### src/rtl/freq_period_counter.sv
module freq_period_counter #(
  parameter int CNT_W        = 20,
  parameter int TICKS_PER_MS = 1000
) (
  input  logic             clk,
  input  logic             rst_n,
  input  logic             hi_in,
  input  logic             lo_in,
  input  logic             cfg_we,
  input  logic             cfg_period,
  input  logic             cfg_lo,
  input  logic [1:0]       cfg_gate,
  input  logic             start,
  input  logic             clear,
  output logic             busy,
  output logic             done,
  output logic             overflow,
  output logic [CNT_W-1:0] result
);
  localparam int GATE_MAX = 32 * TICKS_PER_MS;
  localparam int GW       = $clog2(GATE_MAX + 1);
  localparam logic [CNT_W-1:0] CNT_MAX = '1;

  logic [2:0]    hi_sh, lo_sh;
  logic          hi_rise, lo_rise, sel_rise, bump, go;
  logic          mode_q, sel_q, armed;
  logic [1:0]    gate_q;
  logic [GW-1:0] gate_cnt, gate_len;

  always_ff @(posedge clk or negedge rst_n) begin
    if (!rst_n) begin
      hi_sh <= '0;
      lo_sh <= '0;
    end else begin
      hi_sh <= {hi_sh[1:0], hi_in};
      lo_sh <= {lo_sh[1:0], lo_in};
    end
  end

  assign hi_rise  = hi_sh[1] & ~hi_sh[2];
  assign lo_rise  = lo_sh[1] & ~lo_sh[2];
  assign sel_rise = sel_q ? lo_rise : hi_rise;
  assign go       = start & ~busy;

  always_comb begin
    case (gate_q)
      2'd0:    gate_len = GW'(TICKS_PER_MS);
      2'd1:    gate_len = GW'(4 * TICKS_PER_MS);
      2'd2:    gate_len = GW'(8 * TICKS_PER_MS);
      default: gate_len = GW'(GATE_MAX);
    endcase
  end

  assign bump = mode_q ? armed : sel_rise;

  always_ff @(posedge clk or negedge rst_n) begin
    if (!rst_n) begin
      mode_q   <= 1'b0;
      sel_q    <= 1'b0;
      gate_q   <= 2'd0;
      busy     <= 1'b0;
      done     <= 1'b0;
      overflow <= 1'b0;
      armed    <= 1'b0;
      result   <= '0;
      gate_cnt <= '0;
    end else if (clear) begin
      busy     <= 1'b0;
      done     <= 1'b0;
      overflow <= 1'b0;
      armed    <= 1'b0;
      result   <= '0;
    end else begin
      if (cfg_we && !busy) begin
        mode_q <= cfg_period;
        sel_q  <= cfg_lo;
        gate_q <= cfg_gate;
      end
      if (go) begin
        busy     <= 1'b1;
        done     <= 1'b0;
        overflow <= 1'b0;
        armed    <= 1'b0;
        result   <= '0;
        gate_cnt <= gate_len - 1'b1;
      end else if (busy) begin
        if (bump) begin
          if (result == CNT_MAX) overflow <= 1'b1;
          else                   result   <= result + 1'b1;
        end
        if (!mode_q) begin
          if (gate_cnt == '0) begin
            busy <= 1'b0;
            done <= 1'b1;
          end else begin
            gate_cnt <= gate_cnt - 1'b1;
          end
        end else if (lo_rise) begin
          if (!armed) begin
            armed <= 1'b1;
          end else begin
            armed <= 1'b0;
            busy  <= 1'b0;
            done  <= 1'b1;
          end
        end
      end
    end
  end
endmodule

### config.mk
export PLATFORM = sky130hd
export DESIGN_NAME = freq_period_counter
export DESIGN_NICKNAME = d
export VERILOG_FILES = /design/src/rtl/freq_period_counter.sv
export SDC_FILE = /design/constraint.sdc
export NUM_CORES = 1
export LEC_CHECK = 0
export BUFFER_PORTS_ARGS = -buffer_cell sky130_fd_sc_hd__buf_2
export CORE_MARGIN = 8
export CORE_UTILIZATION = 40
export CTS_CLUSTER_SIZE = 24
export DETAILED_ROUTE_END_ITERATION = 16
export PLACE_DENSITY = 0.54
export SYNTH_ARGS = -nofsm -noshare
export SYNTH_HDL_FRONTEND = slang
export SYNTH_SLANG_ARGS = --single-unit
### constraint.sdc
create_clock -name clk -period 2.9 [get_ports clk]
set_clock_uncertainty 0.15 [all_clocks]
set_input_delay 0.725 -clock clk [delete_from_list [all_inputs] [get_ports clk]]
set_output_delay 0.725 -clock clk [all_outputs]
set_load 0.005 [all_outputs]
# Word level (Yosys, flattened, before mapping)
# Index checks and enable logic that the tools add are counted.
# op_classes
reduce_logical,17
addsub,3
bitwise_logic,7
mux,36
eq_ne,8
# op_table
operator,n
$mux 20,5
$mux 15,4
$pmux 15 s3,1
$sub 15x1->15 const B,2
$mux 1,26
$add 20x1->20 const B,1
$eq 20x20->1 const B,1
$logic_not 15->1,1
$reduce_bool 3->1,5
$reduce_and 3->1,3
$reduce_and 4->1,2
$ne 2x2->1 const B,2
$ne 4x3->1 const B,1
$ne 4x4->1 const B,1
$not 1->1,4
$reduce_bool 4->1,1
$and 1x1->1,3
$ne 3x3->1 const B,1
$eq 2x1->1 const B,1
$eq 2x2->1 const B,1
$logic_not 2->1,1
$reduce_and 2->1,1
$reduce_bool 2->1,1
$logic_and 1x1->1,1
$logic_not 1->1,1
# totals
regBits,49
wordCells,82
out_inout_bits,23
input_bits,11

# Longest topological paths before layout
# depth
depth_word,8
ltp_mapped,11

# Worst setup path before layout
# Ideal clock, no wire load.
# synth_path
path_type,input-to-reg
from,input start
to,register gate_cnt[12]
setup_ns,0.131
cell_stages,9
t_required_ns,2.619
path_slack_ns,0.102
path_buffers,2
arrival_time_ns,2.517
cell_sequence,nand2b_1 -> clkbuf_1 -> clkbuf_1 -> nand2_1 -> ha_1 -> or3b_1 -> nor4_1 -> a21oi_1 -> or3_1
# synth_via
elab_chain_len,3
# synth_rtl
item,line,source
"start, declared",13,"input logic start,"
$and 1x1->1 *,43,assign go = start & ~busy;
$ne 2x2->1 (no source line) or $reduce_bool 2->1 (tied branches),n/a,
$reduce_and 4->1 (no source line),n/a,
"end signal, assigned",85,gate_cnt <= gate_len - 1'b1;
"end signal, assigned",96,gate_cnt <= gate_cnt - 1'b1;
"end, declared",28,"logic [GW-1:0] gate_cnt, gate_len;"
# Every way passes the cells marked *; elsewhere a longest branch is shown, timed or not.
# A chain may end at the register's enable or synchronous reset.

# Worst setup path in the final report
# layout_path
from,register busy
to,register result[18]
# layout_via
elab_chain_len,4
# layout_rtl
item,line,source
"start, declared",15,"output logic busy,"
"start signal, assigned",61,busy <= 1'b0;
"start signal, assigned",68,busy <= 1'b0;
"start signal, assigned",80,busy <= 1'b1;
$not 1->1,43,
$and 1x1->1,43,
$ne 3x3->1 (no source line) (tied with other cells),n/a,
$reduce_and 3->1 (no source line) or $mux 20 (tied branches),n/a,
"end signal, assigned",89,else result <= result + 1'b1;
"end, declared",18,output logic [CNT_W-1:0] result
# Parallel ways exist; a longest one is shown, timed or not.

==> metrics.md <==
| Metric | Value |
|---|---|
| Hold Startpoint | hi_sh[0]$_DFF_PN0_ |
| Seq/Total Area, Yosys | a little over two fifths |
| Final Net Count | 356 |
| Critical Path Sink Type | flip-flop |
| Initial antenna violation count | 0 |
| CP max-delay cell | or4b_1 |
| Routed Wire Length | 7.22 mm |
| Dominant cells by area after synthesis | dfrtp_1 (43%), nand2_1 (3.8%), a21oi_1 (3.5%) |
| Count leader, synth | dfrtp_1 |
| Die area | around 10000 um2 |
| Synth Area per Inst | between 9 and 10 um2 |
| Antenna Cells | 0 |
| Hold endpoint | hi_sh[1]$_DFF_PN0_ |
| Largest stage delay on the critical path | roughly 0.52 ns |
| Synth unique cells | 65 |
| Chip width | just over 100 um |
| Setup slack, reg-to-reg | approximately 0.51 ns |
| Num CTS Buffers | 5 |
| I/O Buffers | 33 |
| Clock Sinks | 49 |
| Util after Layout | ~46% |
| Critical Path Most Common Cell | buf_4 |
| CP top delay family | simple AND/OR/NAND/NOR gates |
| Clk_lat worst skew | approximately 0.3 ns |
| Power per cell area | about 530 nW/um2 |
| RSZ-0062 raised after global routing | false |
| Global-route wire length before repair | 12.7 mm |
| Post-synth top flop | dfrtp_1 |
| Chip height | 101 um |
| Worst relative slew slack | about three fifths |
| Vias in the first global route | 2500 |
| Maximum capacitance violations | 0 |
| GPL Wtd Cong | 0.877 |
| Worst reg2reg path depth | 7 |
| R2r startpoint | busy$_DFF_PN0_ |
| Clock buffer depth | 2 |
| Worst slew pin tran | between 0.6 and 0.7 ns |
| All-Layer GR Usage | roughly 15% |
| Period Utilization, post-route | ~82% |
| YS warnings | 0 |
| Min-Delay Path Class | reg2reg |
| Hold_buf cts | 0 |
| F_max | 0.419 GHz |
| CTS tree | yes |
| Initial core utilization | 40.5% |
| P_sw | ~620 uW |
| R2R Path End | result[18]$_DFFE_PN0P_ |
| Overflow after GRT | 0 |
| Final count of hold timing violations | 0 |
| Boundary Pins | 34 |
| Startpoint class of the critical path | flip-flop |
| EDFF count, synth | 0 |
| DP HPWL | roughly 5.2 mm |
| Vias | around 2500 |
| Pins over their slew limit | 0 |
| Ratio of cells with drive above 1 in the final layout | between 20% and 30% |
| Core area | between 7000 and 8000 um2 |
| Starting DRT DRC Count | between 70 and 80 |
| Post-route ant nets | 0 |
| Clk root buf | clkbuf_8 |
| DR WL/cell | about 16 um |
| Rows | 31 |
| Cells after synthesis | 304 |
| P&R area growth vs syn | 14.4% |
| Syn nets | 317 |
| Async set-reset flop share out of synthesis | 100% |
| Int Pwr | between 1000 and 1500 uW |
| Fillers | 726 |
| Top-area cell type share of the netlist area | 42.6% |
| CTS resizes | 0 |
| Top post-synthesis cells by count | dfrtp_1 (49), nand2_1 (29), a21oi_1 (20), nor2_1 (18), nand3_1 (15) |
| #FFs+latches synth | slightly below 50 |
| Hold Path Stages | 0 |
| Pre-CTS setup slack | between 0.2 and 0.3 ns |
| Setup ws final | 0.511 ns |
| Largest net degree at the start of global routing | 26 |
| Mapped Area | ~2900 um2 |
| Worst Path Buf+Inv | 2 |
| Drt via density | 5.66 |
| Status | completed |
| H-tree levels | 2 |
| Comb power frac | 23.8% |
| Crit Path Max Fanout | 25 |
| DRC Markers | 0 |
| Worst EP arrival | 2.44 ns |
| CP cell instances | buf_4 -> and2b_1 -> nor2_1 -> o21a_1 -> buf_4 -> or4b_1 -> o211a_1 |
| Setup violators final | 0 |
| Critical path type | reg2reg |
| Post-CTS setup buffer count | 0 |
| Worst path required time | roughly 3 ns |
| Switching share of power | between 30% and 40% |
| Setup TNS | 0 ns |
| Period minus WS final | about 2.4 ns |
| Clock Pin Slew Worst Setup and Hold Paths | around 0.10 ns |
| Leak pwr | 0.00136 uW |
| Initial DRT Pass Iterations | 4 |
| Maximum VDD drop | a little under 0.4 mV |
| Clock power share | approximately a quarter |
| Sequential fraction of design power | 52.6% |
| Cell taking the most area after synthesis | dfrtp_1 |
==> cells in the final DEF, fill, tap and decap left out, types with 3 or more instances in the layout <==
cell type,n
dfrtp_1,49
o31ai_1,13
clkbuf_8,5
nand2b_1,6
nor3_1,6
o21ai_1,4
or3_1,9
mux2i_1,7
mux2_2,3
a31oi_1,4
or4_1,11
buf_4,13
a21oi_1,20
a221o_1,3
and4_1,4
nor4_1,9
nor2b_1,4
nand4_1,6
nand2_1,29
buf_2,33
inv_1,3
o21ai_0,12
nand3_1,15
nor2_1,18
o22ai_1,3
==> area by class of cell <==
type | count | area, um2 | share of cell area, %
clock buffer | 6 | 72.6 | 2.21
clock inverter | 2 | 13.8 | 0.418
inverter | 4 | 15.0 | 0.456
multi-input combinational | 236 | 1560 | 47.3
sequential | 49 | 1230 | 37.3
tap | 99 | 124 | 3.76
timing repair buffer | 47 | 283 | 8.59
==> kinds of logic after synthesis <==
| logic type | after synthesis | synth area share, % |
|---|---|---|
| flip-flops | 49 | 42.6 |
| AND/OR/NAND/NOR | 139 | 29.1 |
| adder cells (fa/ha/maj) | 3 | 1.22 |
| AO/OA/AOI/OAI | 81 | 19.1 |
| buffers and inverters | 19 | 3.22 |
| XOR/XNOR | 2 | 0.609 |
| multiplexers | 11 | 4.13 |
==> power by group through the flow <==
stage                     clock network (uW)  logic, uW  registers (uW)
final                                    417        419             925
after global routing                     466        477             944
after CTS                                439        422             923
after detailed placement                   0        422             935
after global placement                     0        417             935
after floorplan                            0        321             886
==> how the worst max path moves through the flow <==
stage                              start                       end  slack [ns]  cells after the start
after floorplan                    start  gate_cnt[12]$_DFFE_PN0P_        0.10                      9
after global placement             start  gate_cnt[12]$_DFFE_PN0P_        0.32                      8
after detailed placement           start  gate_cnt[12]$_DFFE_PN0P_        0.28                      8
after CTS                 busy$_DFF_PN0_    result[18]$_DFFE_PN0P_        0.49                      7
after global routing      busy$_DFF_PN0_  gate_cnt[12]$_DFFE_PN0P_        0.37                      7
final                     busy$_DFF_PN0_    result[18]$_DFFE_PN0P_        0.51                      7
==> worst register-to-register path: stages, from the launching register on <==
cell and delay [ns]:
dfrtp_1 0.46, buf_4 0.19, and2b_1 0.41, nor2_1 0.10
o21a_1 0.12, buf_4 0.20, or4b_1 0.52, o211a_1 0.14
==> per-layer routing <==
layer	GRT usage, %	vias to the layer above	routed length, um	part of all wire (%)
met1	20.4	1190	3430	48
met2	24.5	58	3370	47
met5	0	-	0	0
met4	3.84	0	86	1.2
li1	-	1249	-	-
met3	2.83	9	332	4.6
==> stage by stage <==
step | hold WS (ns) | std cells | power (uW) | cell area (um2)
finish | 0.207 | 443 | 1760 | 3290
global placement | 0.183 | 435 | 1350 | 3200
global route | 0.223 | 443 | 1890 | 3290
CTS | 0.211 | 443 | 1780 | 3290
floorplan | 0.181 | 304 | 1210 | 2880
detailed placement | 0.186 | 435 | 1360 | 3200
==> registers in the layout, indices dropped and copies added (netlist names), 2 cells and up <==
register  count
gate_cnt     15
gate_q        2
hi_sh         3
lo_sh         3
result       20
(Power assumes the default switching activity.)
